<file path="src/rtl/cls_pkg.sv">
package cls_pkg;
  typedef enum logic [2:0] {
    ST_IDLE,
    ST_HIGH,
    ST_FALL,
    ST_LOW,
    ST_LATCH
  } seq_state_t;
endpackage

</file>
<file path="src/rtl/cls_phase_timer.sv">
module cls_phase_timer #(
  parameter int CNT_W = 9
) (
  input  logic             clk,
  input  logic             rst_n,
  input  logic             load_i,
  input  logic [CNT_W-1:0] value_i,
  output logic             zero_o
);
  logic [CNT_W-1:0] cnt_q, cnt_d;

  always_comb begin
    cnt_d = cnt_q;
    if (load_i)            cnt_d = value_i;
    else if (cnt_q != '0)  cnt_d = cnt_q - 1'b1;
  end

  always_ff @(posedge clk or negedge rst_n) begin
    if (!rst_n) cnt_q <= '0;
    else        cnt_q <= cnt_d;
  end

  assign zero_o = (cnt_q == '0);
endmodule

</file>
<file path="src/rtl/cls_frame_reg.sv">
module cls_frame_reg #(
  parameter int FRAME_W = 64
) (
  input  logic               clk,
  input  logic               rst_n,
  input  logic               load_i,
  input  logic [FRAME_W-1:0] frame_i,
  input  logic               shift_i,
  input  logic               clear_i,
  output logic               msb_o
);
  logic [FRAME_W-1:0] sr_q, sr_d;

  always_comb begin
    sr_d = sr_q;
    if (clear_i)      sr_d = '0;
    else if (load_i)  sr_d = frame_i;
    else if (shift_i) sr_d = {sr_q[FRAME_W-2:0], 1'b0};
  end

  always_ff @(posedge clk or negedge rst_n) begin
    if (!rst_n) sr_q <= '0;
    else        sr_q <= sr_d;
  end

  assign msb_o = sr_q[FRAME_W-1];
endmodule

</file>
<file path="src/rtl/cls_clk_lines.sv">
module cls_clk_lines #(
  parameter int STAGES = 2,
  parameter int IDX_W  = 1
) (
  input  logic              clk,
  input  logic              rst_n,
  input  logic              set_all_i,
  input  logic              drop_i,
  input  logic [IDX_W-1:0]  drop_idx_i,
  output logic [STAGES-1:0] sclk_o
);
  for (genvar g = 0; g < STAGES; g++) begin : g_line
    logic line_q, line_d;
    always_comb begin
      line_d = line_q;
      if (set_all_i)                                line_d = 1'b1;
      else if (drop_i && drop_idx_i == IDX_W'(g))   line_d = 1'b0;
    end
    always_ff @(posedge clk or negedge rst_n) begin
      if (!rst_n) line_q <= 1'b0;
      else        line_q <= line_d;
    end
    assign sclk_o[g] = line_q;
  end
endmodule

</file>
<file path="src/rtl/cascade_load_seq.sv">
module cascade_load_seq
  import cls_pkg::*;
#(
  parameter int STAGES    = 2,
  parameter int STAGE_W   = 32,
  parameter int PHASE_CYC = 500,
  parameter int SKEW_CYC  = PHASE_CYC
) (
  input  logic                        clk,
  input  logic                        rst_n,
  input  logic                        start_i,
  input  logic [STAGES*STAGE_W-1:0]   frame_i,
  output logic                        sdata_o,
  output logic [STAGES-1:0]           sclk_o,
  output logic                        latch_o,
  output logic                        busy_o
);
  localparam int FRAME_W  = STAGES * STAGE_W;
  localparam int BIT_W    = $clog2(FRAME_W);
  localparam int MAX_CYC  = (PHASE_CYC > SKEW_CYC) ? PHASE_CYC : SKEW_CYC;
  localparam int CNT_W    = $clog2(MAX_CYC + 1);
  localparam int IDX_W    = (STAGES > 1) ? $clog2(STAGES) : 1;
  localparam logic [CNT_W-1:0] PH_LD  = CNT_W'(PHASE_CYC - 1);
  localparam logic [CNT_W-1:0] SK_LD  = CNT_W'(SKEW_CYC - 1);
  localparam logic [IDX_W-1:0] FAR_IX = IDX_W'(STAGES - 1);
  localparam logic [IDX_W-1:0] NXT_IX = IDX_W'((STAGES > 1) ? STAGES - 2 : 0);
  localparam logic [BIT_W-1:0] LAST_B = BIT_W'(FRAME_W - 1);

  // reset: asynchronous assert, synchronous release
  logic [1:0] rst_sync_q;
  logic       rst_s_n;
  always_ff @(posedge clk or negedge rst_n) begin
    if (!rst_n) rst_sync_q <= 2'b00;
    else        rst_sync_q <= {rst_sync_q[0], 1'b1};
  end
  assign rst_s_n = rst_sync_q[1];

  seq_state_t       state_q, state_d;
  logic [BIT_W-1:0] bit_q, bit_d;
  logic [IDX_W-1:0] idx_q, idx_d;
  logic             le_q, le_d;
  logic             tmr_load, tmr_zero;
  logic [CNT_W-1:0] tmr_val;
  logic             sr_load, sr_shift, sr_clear;
  logic             clk_set, clk_drop;
  logic [IDX_W-1:0] drop_idx;

  always_comb begin
    state_d  = state_q;
    bit_d    = bit_q;
    idx_d    = idx_q;
    le_d     = le_q;
    tmr_load = 1'b0;
    tmr_val  = PH_LD;
    sr_load  = 1'b0;
    sr_shift = 1'b0;
    sr_clear = 1'b0;
    clk_set  = 1'b0;
    clk_drop = 1'b0;
    drop_idx = (state_q == ST_HIGH) ? FAR_IX : idx_q;
    unique case (state_q)
      ST_IDLE: if (start_i) begin
        state_d  = ST_HIGH;
        sr_load  = 1'b1;
        clk_set  = 1'b1;
        bit_d    = '0;
        tmr_load = 1'b1;
      end
      ST_HIGH: if (tmr_zero) begin
        clk_drop = 1'b1;
        tmr_load = 1'b1;
        if (STAGES > 1) begin
          state_d = ST_FALL;
          idx_d   = NXT_IX;
          tmr_val = SK_LD;
        end else begin
          state_d = ST_LOW;
        end
      end
      ST_FALL: if (tmr_zero) begin
        clk_drop = 1'b1;
        tmr_load = 1'b1;
        if (idx_q == '0) begin
          state_d = ST_LOW;
        end else begin
          idx_d   = idx_q - 1'b1;
          tmr_val = SK_LD;
        end
      end
      ST_LOW: if (tmr_zero) begin
        tmr_load = 1'b1;
        if (bit_q == LAST_B) begin
          state_d  = ST_LATCH;
          sr_clear = 1'b1;
          le_d     = 1'b1;
        end else begin
          state_d  = ST_HIGH;
          sr_shift = 1'b1;
          clk_set  = 1'b1;
          bit_d    = bit_q + 1'b1;
        end
      end
      ST_LATCH: if (tmr_zero) begin
        state_d = ST_IDLE;
        le_d    = 1'b0;
      end
      default: state_d = ST_IDLE;
    endcase
  end

  always_ff @(posedge clk or negedge rst_s_n) begin
    if (!rst_s_n) begin
      state_q <= ST_IDLE;
      bit_q   <= '0;
      idx_q   <= '0;
      le_q    <= 1'b0;
    end else begin
      state_q <= state_d;
      bit_q   <= bit_d;
      idx_q   <= idx_d;
      le_q    <= le_d;
    end
  end

  cls_phase_timer #(.CNT_W(CNT_W)) u_timer (
    .clk(clk), .rst_n(rst_s_n), .load_i(tmr_load), .value_i(tmr_val),
    .zero_o(tmr_zero)
  );

  cls_frame_reg #(.FRAME_W(FRAME_W)) u_frame (
    .clk(clk), .rst_n(rst_s_n), .load_i(sr_load), .frame_i(frame_i),
    .shift_i(sr_shift), .clear_i(sr_clear), .msb_o(sdata_o)
  );

  cls_clk_lines #(.STAGES(STAGES), .IDX_W(IDX_W)) u_lines (
    .clk(clk), .rst_n(rst_s_n), .set_all_i(clk_set), .drop_i(clk_drop),
    .drop_idx_i(drop_idx), .sclk_o(sclk_o)
  );

  assign latch_o = le_q;
  assign busy_o  = (state_q != ST_IDLE);

  // an accepted strobe raises every clock line and busy
  a_r2_start_raises: assert property (@(posedge clk) disable iff (!rst_s_n)
    (state_q == ST_IDLE && start_i) |=> (&sclk_o && busy_o));

  // never two clock lines falling in the same cycle
  a_r5_single_fall: assert property (@(posedge clk) disable iff (!rst_s_n)
    $onehot0($past(sclk_o) & ~sclk_o));

  // a line may only fall once its downstream neighbour is already low
  for (genvar s = 0; s < STAGES - 1; s++) begin : g_order
    a_r5_downstream_first: assert property (@(posedge clk) disable iff (!rst_s_n)
      $fell(sclk_o[s]) |-> !sclk_o[s+1]);
  end

  // serial data frozen while any clock line was high
  a_r7_data_stable: assert property (@(posedge clk) disable iff (!rst_s_n)
    (|$past(sclk_o)) |-> $stable(sdata_o));

  // during the latch pulse the shift lines are quiet
  a_r9_latch_quiet: assert property (@(posedge clk) disable iff (!rst_s_n)
    latch_o |-> (sclk_o == '0 && !sdata_o));

  // busy only drops together with latch-enable
  a_r10_busy_ends_at_latch: assert property (@(posedge clk) disable iff (!rst_s_n)
    $fell(busy_o) |-> ($past(latch_o) && !latch_o));

  // a strobe in the final latch cycle does not restart
  a_r10_late_start_ignored: assert property (@(posedge clk) disable iff (!rst_s_n)
    (state_q == ST_LATCH && tmr_zero && start_i) |=> !busy_o);

  // idle means every output line low
  a_r11_idle_low: assert property (@(posedge clk) disable iff (!rst_s_n)
    !busy_o |-> (!sdata_o && sclk_o == '0 && !latch_o));
endmodule

</file>
<file path="config.mk">
export PLATFORM = sky130hd
export DESIGN_NAME = cascade_load_seq
export DESIGN_NICKNAME = d
export VERILOG_FILES = /design/src/rtl/cls_pkg.sv /design/src/rtl/cls_phase_timer.sv /design/src/rtl/cls_frame_reg.sv /design/src/rtl/cls_clk_lines.sv /design/src/rtl/cascade_load_seq.sv
export SDC_FILE = /design/constraint.sdc
export NUM_CORES = 1
export LEC_CHECK = 0
export BUFFER_PORTS_ARGS = -buffer_cell sky130_fd_sc_hd__clkbuf_2
export CAP_MARGIN = 0
export CORE_MARGIN = 2
export CORE_UTILIZATION = 35
export CTS_BUF_LIST = sky130_fd_sc_hd__clkbuf_2
export CTS_CLUSTER_DIAMETER = 40
export DETAILED_ROUTE_END_ITERATION = 10
export GPL_ROUTABILITY_DRIVEN = 0
export PLACE_DENSITY = 0.65
export SYNTH_ARGS = -nofsm -noshare
export SYNTH_HDL_FRONTEND = slang
export SYNTH_SLANG_ARGS = --single-unit
</file>
<file path="constraint.sdc">
create_clock -name clk -period 5.4 [get_ports clk]
set_input_delay 0.27 -clock clk [delete_from_list [all_inputs] [get_ports clk]]
set_output_delay 0.27 -clock clk [all_outputs]
set_load 0.02 [all_outputs]
</file>
==> reports/results.txt, run 1 <==
In this run, post-CTS repair resized a total of 0 instances. The run gives 4.58 mm as the wire length on met2. The pre-antenna-repair detailed-routing pass consisted of 4 iterations. The worst register-to-register path begins at u_timer.cnt_q[0].

The tightest hold path in the finished design has a slack of 0.0496 ns. Detailed routing inserted a total of 3484 vias. Dividing the detail-routed via count by the number of cells gives 5.16. The mapped netlist covers 4310 um^2.

The tools report the launching instance or port of the critical path as u_timer.cnt_q[0]. The TritonCTS sink count is 87, and the share of flip-flops with an asynchronous set or reset is 100%. The number of placed instances with taps included was 599.

Capture point of the critical path: u_frame.sr_q[44]. The run gives 12000 um^2 as the standard cell core area. The clock insertion delay at the later pin of the skew report was 0.54 ns; the count of unique library cells instantiated by Yosys was 41. The number of synthesis warnings was 0; the number of global-route vias before repair was 3401. In the synthesized netlist the dominant register cell turns out to be dfrtp_1. Cell internal power was estimated by the tool at 893 uW.

The category of the most critical setup path is flip-flop to flip-flop. The overall die width came out at 115 um. Routed signal wires occupy layers up through met4. The placed instances occupy a cell area of 4720 um^2. The die footprint is 13200 um^2. The worst slew slack as a fraction of its limit is 26.6%, and the top-area cell type share of the netlist area is 50.5%. In this run the register-to-register setup slack is 2.31 ns. The worst path uses 57.3% of the clock period.

The number of cells on the worst reg-to-reg path is 7. For the detailed-route DRC error count, the log shows 0. Counting every net in the synthesized netlist gives 481. The logs give 3.49 ns for the arrival time of the worst setup path and 1970 um^2 for the footprint of the multi-input gates. For this design the static power due to leakage is 2.18 nW.

Wires add up to 9.77 mm. The largest incremental delay on the critical path was 0.86 ns; the amount of wire on met3 after detailed routing was 305 um. The clock edge transition at the registers on the reported setup and hold paths was 0.22 ns; the max-slew violation count was 0. At the pin with the least slew margin, the transition time is 1.10 ns. Dividing the synthesized area by the synthesized cell count gives 10.5 um^2. The run gives 2180 um^2 as the register area. The root buffer cell is clkbuf_2. Yosys mapped a number of flops with a built-in enable equal to 0. Yosys attributes the largest share of cell area to dfrtp_1 (51%), mux2i_1 (15%), a211oi_1 (11%). The critical-path maximum fanout works out to 42. The chip height was 115 um.

The layout has 1185 filler cells. Counting both buffers and inverters, the worst setup path holds a total of 2. For this run the aggregate overflow at the end of global routing stands at 0. STA classifies the critical path endpoint as a flip-flop. The first global-routing pass estimated 16.2 mm of wire. Setup repair after global routing left no endpoint under its margin.

The number of hold buffers added after cts is 59, and the share of power burned in the clock network is 22.1%. The effective utilization at floorplan is 35.9%, and the count of mapped cells out of synthesis is 412. Per report_power, the sequential group accounts for 62.8% of the total. The run finished with clean final reports. In the post-route analysis, the smallest setup slack over all paths is 2.31 ns. Compared with the post-synthesis result, the final layout area differs by 25.8%. The ratio of cells with drive above 1 in the final layout was 18.4%. The analysis attributes to net switching a power of 382 uW. The tools report the maximum number of buffers from clock root to sink as 2. For the finished layout, the period the worst path requires is 3.09 ns. With fillers left out, the area of the finished cells amounts to 5420 um^2. In this run the count of I/O pins placed on the die edge is 72.

The worst setup path is launched from a flip-flop. Setup violations remaining at the end of the flow were counted as 0. TritonCTS built the clock tree. The number of cells on the critical path works out to 7.

Data on the critical path is required at its endpoint by 5.80 ns. The cell area power density is 235 nW/um^2. The logs give 0.0189 ns for the maximum clock skew at final layout and 0 for the number of antenna violations at the first check in global routing. CTS buffer count: 9. The repair_antennas step left the layout with diodes totalling 0. The worst hold path belongs to the class primary input to flip-flop. Leaving out fill and tap cells, the most frequent cell in the layout is dfrtp_1. The family with the most delay on the worst path is simple AND/OR/NAND/NOR gates.

Setup total negative slack on the finished layout was measured at 0 ns. The portion of total power attributed to combinational logic came out at 15.1%. The slowest stage of the critical path belongs to the cell nor2_4. For this block, the initial DRC count from the detailed router was 213. The logs give 40 for the number of placement rows and 0.0000792 V for the maximum ir drop on the vdd rail. Global routing consumed, over all layers together, 15.4% of the routing resources.

After synthesis, flip-flops and latches occupy 50.5% of the total area. The timing-limited maximum frequency is 323 MHz, and the pre-CTS setup slack is 2.31 ns. Entering global routing, the biggest net connects 86 pins. In the final routed layout, each cell accounts on average for 14.5 um.

The final layout contains 593 nets. In this run the remaining antenna-violating nets after routing total 0. The tool flagged a number of max-cap violations equal to 0. The tools report the maximum level of the CTS H-tree as 3. Number of setup buffers added after CTS: 0. The met1 routed wirelength after detailed routing was 4.70 mm.

The biggest area contributor in the post-synthesis netlist is dfrtp_1. Traced cell by cell, the critical path runs through inv_1 > ha_1 > nor4b_1 > nand3_1 > nor2_4 > buf_4 > a211oi_1. The final-report hold violation count came out at 0.

Leaving out filler cells and counting taps, the final layout contains 675. The fraction of power spent switching nets was 30.0%; the number of I/O port buffers was 71. Detailed placement finished with a half-perimeter wire length of 6.06 mm.

The endpoint of the most critical register-to-register path was u_frame.sr_q[44]. The top cell types in the final layout, fill and taps aside, are dfrtp_1 (86), clkbuf_2 (80), nor2_1 (70), mux2i_1 (64), a211oi_1 (64). The number of register bits inferred by synthesis is 87.
==> flip-flops by register name, indices dropped and copies added (netlist names) <==
register / cells
u_frame.sr_q: 64
u_timer.cnt_q: 9
bit_q: 6
state_q: 3
rst_sync_q: 2
u_lines.g_line.line_q: 2
latch_o: 1
==> metrics by stage <==
step	util [%]	total power [mW]
2_1_floorplan	-	0.906
3_5_place_dp	39.3	0.970
6_report	45.1	1.27
5_1_grt	45.1	1.35
4_1_cts	44.9	1.28
3_3_place_gp	39.3	0.960
==> final cells by class <==
| cell class | count | share of cell area [%] |
|---|---|---|
| Clock buffer | 9 | 0.831 |
| Timing Repair Buffer | 135 | 18.2 |
| Tap cell | 147 | 3.39 |
| Multi-Input combinational cell | 287 | 36.3 |
| Clock inverter | 6 | 0.716 |
| Sequential cell | 87 | 40.3 |
| Inverter | 4 | 0.277 |
==> power groups by stage <==
| stage | Combinational (mW) | Sequential (mW) | Clock [mW] |
|---|---|---|---|
| floorplan | 0.115 | 0.791 | 0 |
| finish | 0.192 | 0.801 | 0.282 |
| global route | 0.219 | 0.812 | 0.315 |
| CTS | 0.192 | 0.800 | 0.290 |
| detailed placement | 0.157 | 0.813 | 0 |
| global placement | 0.152 | 0.808 | 0 |
==> layer usage <==
layer | track usage [%] | vias up
li1 | - | 1737
met1 | 21.0 | 1659
met2 | 24.8 | 73
met3 | 2.11 | 15
met4 | 6.10 | 0
met5 | 0 | -
==> worst min path at each step <==
stage,startpoint,endpoint,slack [ns],cells past startpoint
final,frame_i[42],u_frame.sr_q[42],0.05,3
after global routing,frame_i[24],u_frame.sr_q[24],0.003,3
after CTS,frame_i[23],u_frame.sr_q[23],0.005,3
after detailed placement,rst_n,rst_sync_q[0],0.06,1
after global placement,rst_n,rst_sync_q[0],0.06,1
after floorplan,rst_n,rst_sync_q[0],-0.03,0
==> cells by family after synthesis <==
| logic type | share of synthesized area [%] |
|---|---|
| flip-flops | 50.5 |
| buffers and inverters | 4.21 |
| AND/OR/NAND/NOR | 13.6 |
| multiplexers | 15.1 |
| XOR/XNOR | 0.407 |
| other | 0.0870 |
| adder cells (fa/ha/maj) | 0.581 |
| AO/OA/AOI/OAI | 15.5 |
==> tightest hold or removal path, cell delays in order <==
cell and delay, ns:
clkbuf_2 0.08, nor2_1 0.14, a211oi_1 0.07
==> synth_stat cells, drive strengths merged, types with 2 or more instances <==
library cell	number
o31ai	5
nand2	15
buf	10
o21ai	4
mux2i	64
o41ai	3
nand2b	2
nand3b	2
or4b	2
or3	4
nor4	4
and3	2
clkbuf	24
ha	2
a21o	2
xnor2	2
a21boi	2
a211oi	64
dfrtp	87
o211ai	3
inv	4
nand3	12
a21oi	5
nor2	71
or4	4
No activity file was read; power rests on OpenSTA's default activity.
==> run 2: changes to the inputs <==
--- a/config.mk
+++ b/config.mk
@@ -13,7 +13,7 @@
 export CTS_CLUSTER_DIAMETER = 40
 export DETAILED_ROUTE_END_ITERATION = 10
 export GPL_ROUTABILITY_DRIVEN = 0
-export PLACE_DENSITY = 0.65
+export PLACE_DENSITY = 0.67
 export SYNTH_ARGS = -nofsm -noshare
 export SYNTH_HDL_FRONTEND = slang
 export SYNTH_SLANG_ARGS = --single-unit
==> constraint.sdc (replaced) <==
create_clock -name clk -period 2.73 [get_ports clk]
set_input_delay 0.1365 -clock clk [delete_from_list [all_inputs] [get_ports clk]]
set_output_delay 0.1365 -clock clk [all_outputs]
set_load 0.02 [all_outputs]
==> run 2 against run 1 <==
  * Critical path depth grew 1
  * Cell count grew 2.4%
  * Die area is the same
  * Cell area grew 4.4%
  * Clock skew grew 0.0082 ns
  * Global-route usage grew 0.70 points
  * Combinational power grew 100%
  * Count of clock-buffer cells in the layout is the same
  * Critical path type unchanged
  * Critical endpoint is now u_frame.sr_q[42]
==> reports/results.txt, run 2 (synthesis gave the netlist of run 1 again) <==
The critical path is of the flip-flop to flip-flop type. The run finished with clean final reports. The largest registers in the layout are u_frame.sr_q (64), u_timer.cnt_q (9), bit_q (6). The clock insertion delay at the later pin of the skew report is 0.57 ns (+0.03 ns), and the maximum ir drop on the vdd rail is 0.000182 V (+130%). The maximum clock skew at final layout is 0.0271 ns (+0.00819 ns), and the final-report hold violation count is 0 (unchanged).

The tools report the die footprint as 13200 um^2 (unchanged). Part of the power in registers: 57.9% (-4.9 points). TritonCTS sink count: 87 (unchanged). The via density per instance came out at 5.12 (-0.77%).

The run gives 1143 (-3.5%) as the count of filler cells inserted in the layout. The type of the worst min-delay path was primary input to flip-flop. The run gives 2180 um^2 (unchanged) as the register area. Number of max-capacitance violations reported: 0 (unchanged). The tools report the effective utilization at floorplan as 35.9% (unchanged). The logs give 0 (unchanged) for the number of antenna repair diodes and 2 (unchanged) for the maximum number of buffers from clock root to sink.

The number of antenna violations at the first check in global routing is 0 (unchanged). For the internal cell power, the log shows 1.96 mW (+120%). The post-cts gate resize count came out at 0 (unchanged). The run gives 0 (unchanged) as the max-slew violation count. The worst setup path is launched from a flip-flop. The root buffer cell chosen for the clock tree is clkbuf_2.

The count of routing violations after the opening detailed-route iteration is 182 (-15%). The logs give 2.28 nW (+4.2%) for the leakage power of the design and 0 (unchanged) for the total overflow reported by the global router. The number of ports placed on the die boundary was 72 (unchanged). Number of I/O port buffers: 71 (unchanged).

The footprint of the multi-input gates is 1970 um^2 (unchanged). The run gives 14.2% (-0.9 points) as the portion of total power attributed to combinational logic. The kind of capture point of the worst setup path is a flip-flop.

Clock edge transition at the registers on the reported setup and hold paths: 0.24 ns (+0.02 ns). For the number of setup buffers added after CTS, the log shows 0 (unchanged). TritonCTS built the clock tree. The critical-path maximum fanout is 18 (-57%). The logs give 12000 um^2 (unchanged) for the standard cell core area and 400 MHz (+24%) for the timing-limited maximum frequency. The ratio of cells with drive above 1 in the final layout works out to 19.7% (+1.3 points). The detailed-route DRC error count is 0 (unchanged). The tools report the HPWL after detailed placement as 6.39 mm (+5.5%). The CTS buffer count was 9 (unchanged). For the post-layout net count, the log shows 608 (+2.5%). The clock period minus worst slack came out at 2.50 ns (-0.592 ns).

For the via count, the log shows 3539 (+1.6%). The logs give 0 ns (unchanged) for the total negative slack for setup checks and 3566 (+4.9%) for the number of global-route vias before repair. The final number of setup-violating endpoints is 0 (unchanged), and the final standard cell utilization of the core is 47.1% (+2.0 points).

The pin count of the biggest net entering global routing is 86 (unchanged), and the fraction of power spent switching nets is 28.7% (-1.3 points). The cell area power density was 486 nW/um^2 (+110%). The worst slew slack as a fraction of its limit was 27.0% (+0.42 points). Leaving out fill and tap cells, the most frequent cells in the layout are dfrtp_1 (86), clkbuf_2 (80), nor2_1 (70), dlygate4sd3_1 (68).

The first-pass iteration count of the detailed router was 4 (unchanged). The final cycle utilization of the critical path was 91.6% (+34 points); the share of power burned in the clock network was 27.9% (+5.8 points). Relative to the synthesized area, the layout overhead comes to 31.3%.

The overall die width was 115 um (unchanged); the slew at the pin closest to its max-slew limit was 1.10 ns (-0.00623 ns). The net switching power figure is 788 uW (+110%). Setup repair after global routing left no endpoint under its margin. The register bank with the most flops was u_frame.sr_q.

Routed wire length: 10.1 mm (+3.0%). The chip height is 115 um (unchanged). The arrival time of the worst setup path came out at 2.95 ns (-0.54 ns).

The global-route wire length before repair is 17.0 mm (+5.2%), and the all-layer global routing usage is 16.1% (+0.70 points). The number of flip-flops under the largest register name was 64 (unchanged). The most common cell after layout, fill and taps aside is dfrtp_1. The required time of the critical path was 3.18 ns (-2.62 ns); the maximum level of the CTS H-tree was 3 (unchanged). The final routed wire length divided by cell count was 14.6 um (+0.62%); the number of placement rows was 40 (unchanged). The number of antenna-violating nets in the routed design is 0 (unchanged).
[run 2: power groups by stage]
stage	clock network (mW)	registers, mW	logic (mW)
6_report	0.767	1.59	0.390
3_5_place_dp	0	1.61	0.310
3_3_place_gp	0	1.60	0.300
5_1_grt	0.836	1.62	0.440
4_1_cts	0.786	1.59	0.390
2_1_floorplan	0	1.57	0.226
[run 2: routing by layer]
| layer | share of wire (%) | up-vias | wire, um | track usage [%] |
|---|---|---|---|---|
| li1 | - | 1768 | - | - |
| met1 | 48 | 1667 | 4860 | 22.5 |
| met2 | 46 | 86 | 4620 | 25.0 |
| met3 | 3.4 | 18 | 347 | 1.95 |
| met4 | 2.4 | 0 | 241 | 7.31 |
| met5 | 0 | - | 0 | 0 |
[run 2: area by class of cell]
type                       count  area share, %
sequential                    87           38.6
multi-input combinational    287           34.7
timing repair buffer         150           20.7
tap                          147           3.25
clock inverter                 7           1.73
clock buffer                   9          0.796
inverter                       4          0.265
[run 2: metrics by stage]
step	std cells	area (um^2)	hold slack, ns	power (mW)	setup slack [ns]
2_1_floorplan	412	4310	-0.159	1.79	0.127
3_3_place_gp	607	4830	-0.0769	1.90	0.346
3_5_place_dp	607	4830	-0.0742	1.92	0.276
4_1_cts	691	5660	0.325	2.77	0.247
5_1_grt	691	5660	0.345	2.90	0.0424
6_report	691	5660	0.355	2.75	0.229
[run 2: worst paths after layout]
| kind | slack, ns | startpoint | depth (start not counted) | endpoint |
|---|---|---|---|---|
| min in group asynchronous | 0.42 | rst_n | 3 | rst_sync_q[1] |
| setup / recovery | 0.23 | u_timer.cnt_q[0] | 8 | u_frame.sr_q[42] |
| max in group asynchronous | 1.49 | rst_sync_q[1] | 0 | u_frame.sr_q[54] |
| setup reg to reg | 0.23 | u_timer.cnt_q[0] | 8 | u_frame.sr_q[42] |
| hold reg to reg | 0.38 | rst_sync_q[0] | 0 | rst_sync_q[1] |
| hold / removal | 0.35 | frame_i[43] | 4 | u_frame.sr_q[43] |
[run 2: worst max-delay path, cell delays in order, from the launching register on]
cell      delay (ns)
dfrtp_1         0.45
inv_1           0.10
ha_1            0.23
or3b_2          0.51
nor4_2          0.39
buf_4           0.23
buf_12          0.17
mux2i_1         0.22
a211oi_1        0.09
[run 2: repair_timing]
item	in CTS	in global routing
endpoints found under the setup margin	0	0
hold buffers	68	0
endpoints found under the hold margin	69	0
